## config.mk

```make
export PLATFORM = sky130hd
export DESIGN_NAME = line3_vga_scanout
export DESIGN_NICKNAME = d
export VERILOG_FILES = /design/src/rtl/vga_scan_pkg.sv /design/src/rtl/vgs_timing.sv /design/src/rtl/vgs_rowseq.sv /design/src/rtl/vgs_fetch.sv /design/src/rtl/line3_vga_scanout.sv
export SDC_FILE = /design/constraint.sdc
export NUM_CORES = 1
export LEC_CHECK = 0
export ABC_AREA = 1
export BUFFER_PORTS_ARGS = -buffer_cell sky130_fd_sc_hd__clkbuf_2
export CAP_MARGIN = 20
export CORE_UTILIZATION = 40
export CTS_CLUSTER_SIZE = 30
export DETAILED_ROUTE_END_ITERATION = 8
export SKIP_LAST_GASP = 1
export SYNTH_ARGS = -nofsm -noshare
export SYNTH_HDL_FRONTEND = slang
export SYNTH_SLANG_ARGS = --single-unit
```

## constraint.sdc

```tcl
create_clock -name clk -period 2.2 [get_ports clk]
set_clock_uncertainty 0.15 [all_clocks]
set_input_delay 0.11 -clock clk [delete_from_list [all_inputs] [get_ports clk]]
set_output_delay 0.11 -clock clk [all_outputs]
set_load 0.02 [all_outputs]
```

## src/rtl/vga_scan_pkg.sv

```systemverilog
package vga_scan_pkg;
  // counter width for a count range of n, at least one bit
  function automatic int cw(int n);
    return (n < 2) ? 1 : $clog2(n);
  endfunction
endpackage

```

## src/rtl/vgs_timing.sv

```systemverilog
module vgs_timing
  import vga_scan_pkg::*;
#(
  parameter int LINE_CLKS     = 2048,
  parameter int HSYNC_CLKS    = 144,
  parameter int STREAM_START  = 360,
  parameter int FRAME_LINES   = 625,
  parameter int VSYNC_LINES   = 2,
  parameter int WIN_LINE      = 24,
  parameter bit HS_ACTIVE_LOW = 1'b1
) (
  input  logic                          clk,
  input  logic                          rst_n,
  output logic [cw(LINE_CLKS)-1:0]      hcnt,
  output logic [cw(FRAME_LINES)-1:0]    vcnt,
  output logic                          hsync,
  output logic                          vsync,
  output logic                          win_open,
  output logic                          fetch_go
);
  localparam int HW = cw(LINE_CLKS);
  localparam int VW = cw(FRAME_LINES);
  localparam logic [HW-1:0] H_LAST  = HW'(LINE_CLKS - 1);
  localparam logic [HW-1:0] H_SYNC  = HW'(HSYNC_CLKS);
  localparam logic [HW-1:0] H_GO    = HW'(STREAM_START - 3);
  localparam logic [VW-1:0] V_LAST  = VW'(FRAME_LINES - 1);
  localparam logic [VW-1:0] V_SYNC  = VW'(VSYNC_LINES);
  localparam logic [VW-1:0] V_PREW  = VW'(WIN_LINE - 1);

  logic [HW-1:0] hcnt_d;
  logic [VW-1:0] vcnt_d;
  logic          h_end;
  logic          hs_act;

  always_comb begin
    h_end  = (hcnt == H_LAST);
    hcnt_d = h_end ? '0 : hcnt + 1'b1;
    vcnt_d = vcnt;
    if (h_end) begin
      vcnt_d = (vcnt == V_LAST) ? '0 : vcnt + 1'b1;
    end
  end

  always_ff @(posedge clk or negedge rst_n) begin
    if (!rst_n) begin
      hcnt <= '0;
      vcnt <= '0;
    end else begin
      hcnt <= hcnt_d;
      vcnt <= vcnt_d;
    end
  end

  always_comb begin
    hs_act   = (hcnt < H_SYNC);
    hsync    = HS_ACTIVE_LOW ? ~hs_act : hs_act;
    vsync    = (vcnt < V_SYNC);
    win_open = h_end && (vcnt == V_PREW);
    fetch_go = (hcnt == H_GO);
  end


  vsync_line_stable_chk: assert property (@(posedge clk) disable iff (!rst_n)
    (hcnt != '0) |-> $stable(vsync));
endmodule

```

## src/rtl/vgs_rowseq.sv

```systemverilog
module vgs_rowseq
  import vga_scan_pkg::*;
#(
  parameter int FB_WIDTH  = 100,
  parameter int FB_ROWS   = 200,
  parameter int PAD_BYTES = 3,
  parameter int REPEAT    = 3,
  parameter int ADDR_W    = 16,
  parameter int BASE_ADDR = 0
) (
  input  logic              clk,
  input  logic              rst_n,
  input  logic              win_open,
  input  logic              line_done,
  input  logic [ADDR_W-1:0] offset,
  output logic              scan_en,
  output logic [ADDR_W-1:0] row_ptr
);
  localparam int STRIDE = FB_WIDTH + PAD_BYTES;
  localparam int PW     = cw(REPEAT);
  localparam int RW     = cw(FB_ROWS);
  localparam logic [PW-1:0]     REP_LAST = PW'(REPEAT - 1);
  localparam logic [RW-1:0]     ROW_LAST = RW'(FB_ROWS - 1);
  localparam logic [ADDR_W-1:0] STEP     = ADDR_W'(STRIDE);
  localparam logic [ADDR_W-1:0] BASE     = ADDR_W'(BASE_ADDR);

  logic              en_q,  en_d;
  logic [PW-1:0]     rep_q, rep_d;
  logic [RW-1:0]     row_q, row_d;
  logic [ADDR_W-1:0] ptr_q, ptr_d;

  always_comb begin
    en_d  = en_q;
    rep_d = rep_q;
    row_d = row_q;
    ptr_d = ptr_q;
    if (win_open) begin
      en_d  = 1'b1;
      rep_d = '0;
      row_d = '0;
      ptr_d = BASE + offset;
    end else if (line_done && en_q) begin
      if (rep_q == REP_LAST) begin
        rep_d = '0;
        if (row_q == ROW_LAST) begin
          row_d = '0;
          en_d  = 1'b0;
        end else begin
          row_d = row_q + 1'b1;
          ptr_d = ptr_q + STEP;
        end
      end else begin
        rep_d = rep_q + 1'b1;
      end
    end
  end

  always_ff @(posedge clk or negedge rst_n) begin
    if (!rst_n) begin
      en_q  <= 1'b0;
      rep_q <= '0;
      row_q <= '0;
      ptr_q <= '0;
    end else begin
      en_q  <= en_d;
      rep_q <= rep_d;
      row_q <= row_d;
      ptr_q <= ptr_d;
    end
  end

  assign scan_en = en_q;
  assign row_ptr = ptr_q;


  line_in_window_chk: assert property (@(posedge clk) disable iff (!rst_n)
    line_done |-> scan_en);
endmodule

```

## src/rtl/vgs_fetch.sv

```systemverilog
module vgs_fetch
  import vga_scan_pkg::*;
#(
  parameter int FB_WIDTH  = 100,
  parameter int PAD_BYTES = 3,
  parameter int HOLD_CLKS = 9,
  parameter int ADDR_W    = 16
) (
  input  logic              clk,
  input  logic              rst_n,
  input  logic              fetch_go,
  input  logic              scan_en,
  input  logic [ADDR_W-1:0] row_ptr,
  input  logic [7:0]        rd_data,
  output logic              rd_en,
  output logic [ADDR_W-1:0] rd_addr,
  output logic [2:0]        rgb,
  output logic              line_done
);
  localparam int NB = FB_WIDTH + PAD_BYTES;
  localparam int BW = cw(NB);
  localparam int TW = cw(HOLD_CLKS);
  localparam logic [BW-1:0] B_LAST = BW'(NB - 1);
  localparam logic [TW-1:0] T_LAST = TW'(HOLD_CLKS - 1);

  logic          busy_q, busy_d;
  logic [BW-1:0] idx_q,  idx_d;
  logic [TW-1:0] tick_q, tick_d;
  logic          busy_p1, rden_p1;
  logic [2:0]    pix_q,  pix_d;

  always_comb begin
    busy_d = busy_q;
    idx_d  = idx_q;
    tick_d = tick_q;
    if (!busy_q) begin
      if (fetch_go && scan_en) begin
        busy_d = 1'b1;
        idx_d  = '0;
        tick_d = '0;
      end
    end else if (tick_q == T_LAST) begin
      tick_d = '0;
      if (idx_q == B_LAST) begin
        busy_d = 1'b0;
      end else begin
        idx_d = idx_q + 1'b1;
      end
    end else begin
      tick_d = tick_q + 1'b1;
    end
  end

  always_comb begin
    rd_en     = busy_q && (tick_q == '0);
    rd_addr   = row_ptr + ADDR_W'(idx_q);
    line_done = busy_q && (tick_q == T_LAST) && (idx_q == B_LAST);
    pix_d     = '0;
    if (busy_p1) begin
      pix_d = rden_p1 ? rd_data[2:0] : pix_q;
    end
  end

  always_ff @(posedge clk or negedge rst_n) begin
    if (!rst_n) begin
      busy_q  <= 1'b0;
      idx_q   <= '0;
      tick_q  <= '0;
      busy_p1 <= 1'b0;
      rden_p1 <= 1'b0;
      pix_q   <= '0;
    end else begin
      busy_q  <= busy_d;
      idx_q   <= idx_d;
      tick_q  <= tick_d;
      busy_p1 <= busy_q;
      rden_p1 <= rd_en;
      pix_q   <= pix_d;
    end
  end

  assign rgb = pix_q;

  generate
    if (HOLD_CLKS > 1) begin : g_gap

      read_gap_chk: assert property (@(posedge clk) disable iff (!rst_n)
        rd_en |=> !rd_en);
    end
  endgenerate
endmodule

```

## src/rtl/line3_vga_scanout.sv

```systemverilog
module line3_vga_scanout
  import vga_scan_pkg::*;
#(
  parameter int LINE_CLKS     = 2048,
  parameter int HSYNC_CLKS    = 144,
  parameter int STREAM_START  = 360,
  parameter int FRAME_LINES   = 625,
  parameter int VSYNC_LINES   = 2,
  parameter int WIN_LINE      = 24,
  parameter int FB_WIDTH      = 100,
  parameter int FB_ROWS       = 200,
  parameter int PAD_BYTES     = 3,
  parameter int REPEAT        = 3,
  parameter int HOLD_CLKS     = 9,
  parameter int ADDR_W        = 16,
  parameter int BASE_ADDR     = 0,
  parameter bit HS_ACTIVE_LOW = 1'b1
) (
  input  logic              clk,
  input  logic              rst_n,
  input  logic [ADDR_W-1:0] offset,
  output logic              rd_en,
  output logic [ADDR_W-1:0] rd_addr,
  input  logic [7:0]        rd_data,
  output logic              hsync,
  output logic              vsync,
  output logic [2:0]        rgb
);
  localparam int HW = cw(LINE_CLKS);
  localparam int VW = cw(FRAME_LINES);
  localparam logic [HW-1:0] H_SYNC   = HW'(HSYNC_CLKS);
  localparam logic [HW-1:0] H_START  = HW'(STREAM_START);
  localparam logic [VW-1:0] V_OPEN   = VW'(WIN_LINE);
  localparam logic [VW-1:0] V_CLOSE  = VW'(WIN_LINE + FB_ROWS * REPEAT - 1);

  logic [HW-1:0]     hcnt;
  logic [VW-1:0]     vcnt;
  logic              win_open, fetch_go, scan_en, line_done;
  logic [ADDR_W-1:0] row_ptr;

  vgs_timing #(
    .LINE_CLKS(LINE_CLKS), .HSYNC_CLKS(HSYNC_CLKS), .STREAM_START(STREAM_START),
    .FRAME_LINES(FRAME_LINES), .VSYNC_LINES(VSYNC_LINES), .WIN_LINE(WIN_LINE),
    .HS_ACTIVE_LOW(HS_ACTIVE_LOW)
  ) u_timing (
    .clk(clk), .rst_n(rst_n), .hcnt(hcnt), .vcnt(vcnt), .hsync(hsync),
    .vsync(vsync), .win_open(win_open), .fetch_go(fetch_go)
  );

  vgs_rowseq #(
    .FB_WIDTH(FB_WIDTH), .FB_ROWS(FB_ROWS), .PAD_BYTES(PAD_BYTES),
    .REPEAT(REPEAT), .ADDR_W(ADDR_W), .BASE_ADDR(BASE_ADDR)
  ) u_rowseq (
    .clk(clk), .rst_n(rst_n), .win_open(win_open), .line_done(line_done),
    .offset(offset), .scan_en(scan_en), .row_ptr(row_ptr)
  );

  vgs_fetch #(
    .FB_WIDTH(FB_WIDTH), .PAD_BYTES(PAD_BYTES), .HOLD_CLKS(HOLD_CLKS),
    .ADDR_W(ADDR_W)
  ) u_fetch (
    .clk(clk), .rst_n(rst_n), .fetch_go(fetch_go), .scan_en(scan_en),
    .row_ptr(row_ptr), .rd_data(rd_data), .rd_en(rd_en), .rd_addr(rd_addr),
    .rgb(rgb), .line_done(line_done)
  );


  blank_in_hsync_chk: assert property (@(posedge clk) disable iff (!rst_n)
    (hcnt < H_SYNC) |-> (rgb == 3'b000));


  no_early_pixel_chk: assert property (@(posedge clk) disable iff (!rst_n)
    (rgb != 3'b000) |-> (hcnt >= H_START));


  window_open_chk: assert property (@(posedge clk) disable iff (!rst_n)
    $rose(scan_en) |-> (vcnt == V_OPEN && hcnt == '0));


  window_close_chk: assert property (@(posedge clk) disable iff (!rst_n)
    $fell(scan_en) |-> (vcnt == V_CLOSE));
endmodule

```

# --- Word level (Yosys, flattened, before mapping) ---
# Index checks and enable logic that the tools add are counted.
totals:
  regBits: 65
  input_bits: 26
  output_inout_bits: 22
op_classes:
  addsub: 8
  magnitude_cmp: 2
  eq_ne: 12
  mux: 30
  n_bitwise: 1
  reduce_logical: 15
ops:
  columns: ["operator", "count"]
  rows:
  - ["$mux 16", 4]
  - ["$mux 8", 4]
  - ["$mux 7", 4]
  - ["$add 16x7->16", 1]
  - ["$add 16x7->16 const B", 1]
  - ["$mux 4", 3]
  - ["$add 11x1->11 const B", 1]
  - ["$eq 11x11->1 const B", 1]
  - ["$eq 11x9->1 const B", 1]
  - ["$lt 11x8->1 const B", 1]
  - ["$mux 11", 1]
  - ["$add 10x1->10 const B", 1]
  - ["$eq 10x10->1 const B", 1]
  - ["$eq 10x5->1 const B", 1]
  - ["$lt 10x2->1 const B", 1]
  - ["$mux 10", 1]
  - ["$reduce_and 3->1", 3]
  - ["$add 8x1->8 const B", 1]
  - ["$eq 8x8->1 const B", 1]
  - ["$mux 1", 8]
  - ["$reduce_bool 2->1", 4]
  - ["$add 7x1->7 const B", 1]
  - ["$eq 7x7->1 const B", 1]
  - ["$logic_and 1x1->1", 6]
  - ["other kinds (11)", 16]

# --- Logic depth before layout (Yosys ltp) ---
# Gate-level depths: netlist (run 1).
logic_depth:
  word_depth: 6
  ltp_mapped: 12
  ltp_nobuf: 11

# --- By module ---
# Synthesis (run 1) repeated with hierarchy kept, for this count alone.
hier_totals:
  hier_cells: 635
  area_unflattened_um2: 4406.7
by_module_without_submodules:
  columns: ["module", "n_inst", "cells_each", "area_each_um2", "seq_area_each_um2"]
  rows:
  - ["vgs_rowseq", 1, 251, 1684.1, 675.6]
  - ["vgs_fetch", 1, 220, 1477.7, 425.4]
  - ["vgs_timing", 1, 164, 1244.9, 525.5]

# --- Worst setup path before layout (run 1) ---
# OpenSTA, ideal clock, no wires.
synth_timing:
  path_type: "register to output"
  startpoint: "register u_fetch.idx_q[0]"
  endpoint: "output port rd_addr[10]"
  arrival_ns: 1.849
  required_time_ns: 1.940
  path_slack_ns: 0.091
  path_stages_with_launch: 9
  path_cell_list: "dfrtp_1 -> ha_1 -> fa_1 -> nand3_1 -> nand2_1 -> nand2_1 -> nand3_1 -> nand2_1 -> xor2_1"
synth_via:
  elab_chain_len: 1
synth_lines:
  columns: ["item", "line_no", "text"]
  rows:
  - ["start, declared", "vgs_fetch.sv:27", "logic [BW-1:0] idx_q, idx_d;"]
  - ["start signal, assigned", "vgs_fetch.sv:74", "idx_q <= idx_d;"]
  - ["$add 16x7->16", "vgs_fetch.sv:56", "rd_addr = row_ptr + ADDR_W'(idx_q);"]
  - ["end, declared", "line3_vga_scanout.sv:23", "output logic [ADDR_W-1:0] rd_addr,"]
# Every way passes these cells.

# --- Worst setup path in the final report (run 1) ---
layout_timing:
  startpoint: "register u_fetch.idx_q[0]"
  endpoint: "output port rd_addr[12]"
# Same word-level chain as after synthesis.

==> results of run 1 <==
-- stage by stage --
step                cell area [um^2]  total power (uW)  util (%)
floorplan                       4430              1220         -
global placement                4970              1270      46.1
detailed placement              4970              1270      46.1
CTS                             5600              2490      51.8
global route                    5760              2550      53.4
finish                          5760              2460      53.4
-- critical path, cell delays in order (launching register included) --
cell     delay (ns)
dfrtp_1        0.42
ha_4           0.18
fa_2           0.37
nand3_2        0.08
nand2_2        0.06
nand2_2        0.08
nand3_4        0.11
nand2_2        0.08
xor2_1         0.15
buf_4          0.16
-- state kept, by name (all words and copies together), names as in the netlist, 2 cells and up --
register,flops
u_rowseq.row_ptr,16
u_timing.hcnt,11
u_timing.vcnt,10
u_rowseq.row_q,8
u_fetch.idx_q,7
u_fetch.tick_q,4
u_fetch.rgb,3
u_rowseq.rep_q,2
-- power breakdown --
part / internal (uW) / switching [uW]
registers: 1190 / 0
logic: 41.2 / 35.8
clock network: 650 / 539
total: 1880 / 575
-- cell usage in the layout, fill, tap and decap left out, types with 19 or more instances in the layout --
cell type	synthesis	final
o21ai_0	25	25
buf_4	0	43
nand2_1	202	190
dlygate4sd3_1	0	20
nand3_1	69	65
nor2_1	51	50
clkbuf_2	0	30
inv_1	77	76
dfrtp_1	65	58
xor2_1	19	19
-- cell type report --
class                      instances  share of cell area (%)
multi-input combinational        467                    46.1
timing repair buffer             100                    13.4
clock buffer                       9                    2.15
sequential                        65                    28.4
inverter                          79                    5.15
tap                              140                    3.04
clock inverter                     7                    1.78
-- final timing paths --
check                                         startpoint                               to  slack, ns  depth (start not counted)
max reg2reg                 u_fetch.idx_q[0]$_DFFE_PN0P_  u_rowseq.row_ptr[3]$_DFFE_PN0P_       0.15                         12
min                                                rst_n  u_rowseq.row_ptr[9]$_DFFE_PN0P_       0.09                          2
min reg2reg                u_fetch.tick_q[3]$_DFFE_PN0P_        u_fetch.rden_p1$_DFF_PN0_       0.34                          1
min in group clk           u_fetch.tick_q[3]$_DFFE_PN0P_        u_fetch.rden_p1$_DFF_PN0_       0.34                          1
max in group asynchronous                          rst_n     u_fetch.idx_q[1]$_DFFE_PN0P_       1.18                          3
max                         u_fetch.idx_q[0]$_DFFE_PN0P_                      rd_addr[12]      -0.10                          9
-- kinds of logic after synthesis --
logic type               count (synthesis)  share of synthesized area, %
flip-flops                              65                          36.7
AND/OR/NAND/NOR                        374                          38.6
XOR/XNOR                                25                          4.94
adder cells (fa/ha/maj)                 18                          5.25
AO/OA/AOI/OAI                           50                          6.67
buffers and inverters                   88                          7.79
-- layer usage --
| metal | GRT usage, % | vias to the layer above |
|---|---|---|
| li1 | - | 2182 |
| met1 | 25.5 | 1965 |
| met5 | 0 | - |
| met3 | 2.49 | 10 |
| met4 | 8.02 | 0 |
| met2 | 33.8 | 88 |
-- timing repair --
action / in CTS / in global routing
setup buffers: 8 / 6
pin swaps: 13 / 11
endpoints found under the setup margin: 12 / 16
hold endpoints to repair: 77 / 0
resized for setup: 34 / 40
hold buffers: 20 / 0
==> results.toml, run 1 <==
[clock_network]
path_clk_slew_ns = 0.09
insertion_delay_ns = 0.35
cts_tree = "yes"
clk_path_buf_depth = 2
h-tree-depth = 3
cts.sinks = 65
cts-root-buf = "clkbuf_8"
numCtsBuffers = 9

[layout]
nFillCells = 1033
drive_gt1_share_pct = 22.3
diodes = 0
final_nets = 766
register_area_um2 = 1640
syn_to_final_growth_pct = 30.0
multiInputGateArea_um2 = 2650
fin_cells = 867

[worst_setup_path]
cp_max_fo = 4
start_kind = "flip-flop"
crit_arrival_ns = 2.04
required_ns = 1.94
crit_type = "flip-flop to primary output"
cp-end-kind = "primary output"

[sta]
finalSetupViolCount = 6
timing.setup.tns_ns = -0.430
hold_violations = 0
slew_viol_final = 0
worst_pin_slew_ns = 0.477
fin_crit_sh_pct = 105
setup_slack_ns = -0.101
maxSlewHeadroom_pct = 68.2
rsz0062_at_grt = "yes"
min_period_ns = 2.30
holdWs_ns = 0.0891
fmax_mhz = 435

[status]
violations = "setup timing"
outcome = "complete, but fails checks"

[place]
gp_congestion = 0.858
dp_hpwl_um = 7740
placedCellCount = 817
pre_cts_slack_ns = -0.00727
io_buffer_count = 42

[drt]
wl_met2_um = 5270
drtIter0Drc = 237
vias = 4245
topRoutingLayerUsed = "met4"
drt-met1-wl_um = 5040
dr_wl_met3_um = 410
drc = 0
via_per_inst = 4.90
wl_um = 10800
drt_pass1_iterations = 5
drt.antenna.violating_nets = 0
routedWlPerCell_um = 12.5

[die]
initial_core_util_pct = 41.1
pin_count = 48
die_w_um = 107
die_height_um = 107
fp.coreArea_um2 = 10800
dieArea_um2 = 11500
num_rows = 38

[global_routing]
grt_overflow_total = 0
antenna_found_initial = 0
grt_pass1_vias = 4068
grt_usage_pct = 19.9
grt_max_degree = 23
grt_pass1_wl_um = 18100

[logic_synthesis]
synth.distinct_cells = 39
ys_seq_area_share_pct = 36.7
syn_nets = 664
yosys-top-cells-area = "dfrtp_1 (37%), nand2_1 (17%), nand3_1 (7.8%), inv_1 (6.5%), ha_1 (4.8%)"
avgSynthCellArea_um2 = 7.15
yosysMostFrequentCell = "nand2_1"
ys_async_sr_fraction_pct = 100
yosysWarningCount = 0
synth-edff-count = 0
synth_top_area_cell = "dfrtp_1"
synth_area_um2 = 4430
ys.flop_type = "dfrtp_1"
synth_top_area_share_pct = 36.7
synthTopCellsByCount = "nand2_1 (202), inv_1 (77), nand3_1 (69)"
ys_ff_latch = 65
synthCells = 620

[power]
p_leak_uw = 0.00303
ir_worst_vdd_uv = 257
power_density_nw_per_um2 = 427

[worst_hold_path]
hp-class = "input pin to asynchronous set/reset pin"

[flow_run]
cap_violations = 0
(Power assumes the default switching activity.)
==> run 2, diff against run 1 <==
- SETUP_SLACK_MARGIN: default -> 0.15
==> run 2 against run 1 <==
  * Sequential power about the same
  * Fmax is 2.1% lower
  * The flow still finishes with violations (setup timing)
  * Global-route usage is 0.16 points higher
==> results.toml, run 2 (synthesis results as in run 1) <==
[clock_network]
path_clk_slew_ns = 0.09
cts_tree = "yes"
clk_path_buf_depth = 2
cts.sinks = 65
cts-root-buf = "clkbuf_8"
numCtsBuffers = 9
insertion_delay_ns = 0.36
h-tree-depth = 3

[sta]
finalSetupViolCount = 10
maxSlewHeadroom_pct = 61.4
hold_violations = 0
fin_crit_sh_pct = 107
min_period_ns = 2.35
rsz0062_at_grt = "yes"
fmax_mhz = 426
worst_pin_slew_ns = 0.578
setup_slack_ns = -0.149
slew_viol_final = 0

[global_routing]
grt_pass1_wl_um = 18100
grt_usage_pct = 20.0
grt_max_degree = 23
grt_pass1_vias = 4031
antenna_found_initial = 0
grt_overflow_total = 0

[power]
power.net_switching_uw = 573
swShare_pct = 24.5
clockPowerShare_pct = 45.7
ir_worst_vdd_uv = 287
power_density_nw_per_um2 = 394
seq_power_share_pct = 51.1
intPower_uw = 1760
power_frac_comb_pct = 3.3
p_leak_uw = 0.00309

[status]
outcome = "complete, but fails checks"
violations = "setup timing"

[worst_setup_path]
reg2reg_from = "u_fetch.idx_q[0]$_DFFE_PN0P_"
cp_max_fo = 4
crit_arrival_ns = 2.09
crit_type = "flip-flop to primary output"
ff2ff_path_depth = 11
timing.rr.end = "u_rowseq.row_ptr[7]$_DFFE_PN0P_"
r2r_slack_ns = 0.20
required_ns = 1.94
cp-end-kind = "primary output"
start_kind = "flip-flop"

[layout]
final_common_cell = "nand2_1"
diodes = 0
final_cell_mix = "nand2_1 (189), inv_1 (74), nand3_1 (60), dfrtp_1 (59), nor2_1 (47)"
drive_gt1_share_pct = 25.6
final_nets = 776
syn_to_final_growth_pct = 34.0
multiInputGateArea_um2 = 2790
nFillCells = 994
register_area_um2 = 1630
design_area_um2 = 5940
fin_util_pct = 55.0
largest_reg_flops = 16

[die]
num_rows = 38
fp.coreArea_um2 = 10800
die_w_um = 107
initial_core_util_pct = 41.1
die_height_um = 107
dieArea_um2 = 11500
pin_count = 48

[drt]
via_per_inst = 4.95
drc = 0
drtIter0Drc = 271
drt.antenna.violating_nets = 0
wl_um = 11300
vias = 4338
routedWlPerCell_um = 12.9
drt_pass1_iterations = 4

[place]
gp_congestion = 0.856
placed_area_um2 = 4990
dp_hpwl_um = 7810
io_buffer_count = 42
pre_cts_slack_ns = -0.00745

[worst_hold_path]
hp-class = "input pin to asynchronous set/reset pin"

[flow_run]
cap_violations = 0
[run 2: cell types whose count changed in the layout (fill, tap and decap cells not counted), moves of 4 or more]
cell	previous run	this run
clkbuf_2	30	34
nand2_4	5	10
nand3_1	65	60
nand2_2	15	11
nand3_2	3	8
[run 2: worst max-delay path by stage]
stage	start	endpoint	slack [ns]	cells after the start
final	u_rowseq.row_ptr[0]$_DFFE_PN0P_	rd_addr[14]	-0.15	10
after detailed placement	u_rowseq.row_ptr[0]$_DFFE_PN0P_	rd_addr[14]	-0.007	10
after floorplan	u_fetch.idx_q[0]$_DFFE_PN0P_	rd_addr[10]	0.17	8
after global routing	u_rowseq.row_ptr[0]$_DFFE_PN0P_	rd_addr[12]	-0.25	9
after CTS	u_rowseq.row_ptr[0]$_DFFE_PN0P_	rd_addr[12]	-0.13	9
after global placement	u_rowseq.row_ptr[0]$_DFFE_PN0P_	rd_addr[14]	0.03	10
[run 2: power by group through the flow]
stage	registers (uW)	clock network [uW]	logic, uW
CTS	1190	1090	78.5
global route	1190	1150	85.6
finish	1190	1070	76.8
detailed placement	1220	0	50.8
global placement	1220	0	50.3
floorplan	1220	0	0.0201
[run 2: metrics by stage]
step / hold WS (ns) / instances / power, uW / setup TNS, ns
3_3_place_gp: -0.0123 / 818 / 1270 / 0
2_1_floorplan: -0.336 / 620 / 1220 / 0
5_1_grt: 0.167 / 877 / 2430 / -1.82
6_report: 0.116 / 877 / 2340 / -0.677
3_5_place_dp: -0.0148 / 818 / 1270 / -0.0126
4_1_cts: 0.135 / 860 / 2360 / -0.779
[run 2: repair_timing]
item,4_1_cts,5_1_grt
gates cloned,0,1
pin swaps,1,14
endpoints found under the setup margin,34,45
gates resized for setup,33,61
hold buffers,20,0
buffers inserted,6,16
endpoints found under the hold margin,36,0
[run 2: final cells by class]
class                      instances  area share [%]
multi-input combinational        468            47.0
sequential                        65            27.5
timing repair buffer             109            14.0
inverter                          79            5.04
tap                              140            2.95
clock buffer                       9            2.09
clock inverter                     7            1.33
[run 2: critical path: stages, from the launching register on]
cell      delay, ns
dfrtp_1        0.39
ha_2           0.20
fa_2           0.35
nand3_2        0.09
nand2_2        0.06
nand2_2        0.09
nand3_4        0.13
nand2_4        0.10
o21ai_0        0.07
nand2_1        0.07
clkbuf_2       0.17
[run 2: per-layer routing]
| metal | vias to the layer above | global-route usage [%] | routed length (um) |
|---|---|---|---|
| met3 | 11 | 3.89 | 535 |
| met2 | 84 | 33.5 | 5630 |
| li1 | 2196 | - | - |
| met5 | - | 0 | 0 |
| met4 | 0 | 6.95 | 139 |
| met1 | 2047 | 25.7 | 5050 |
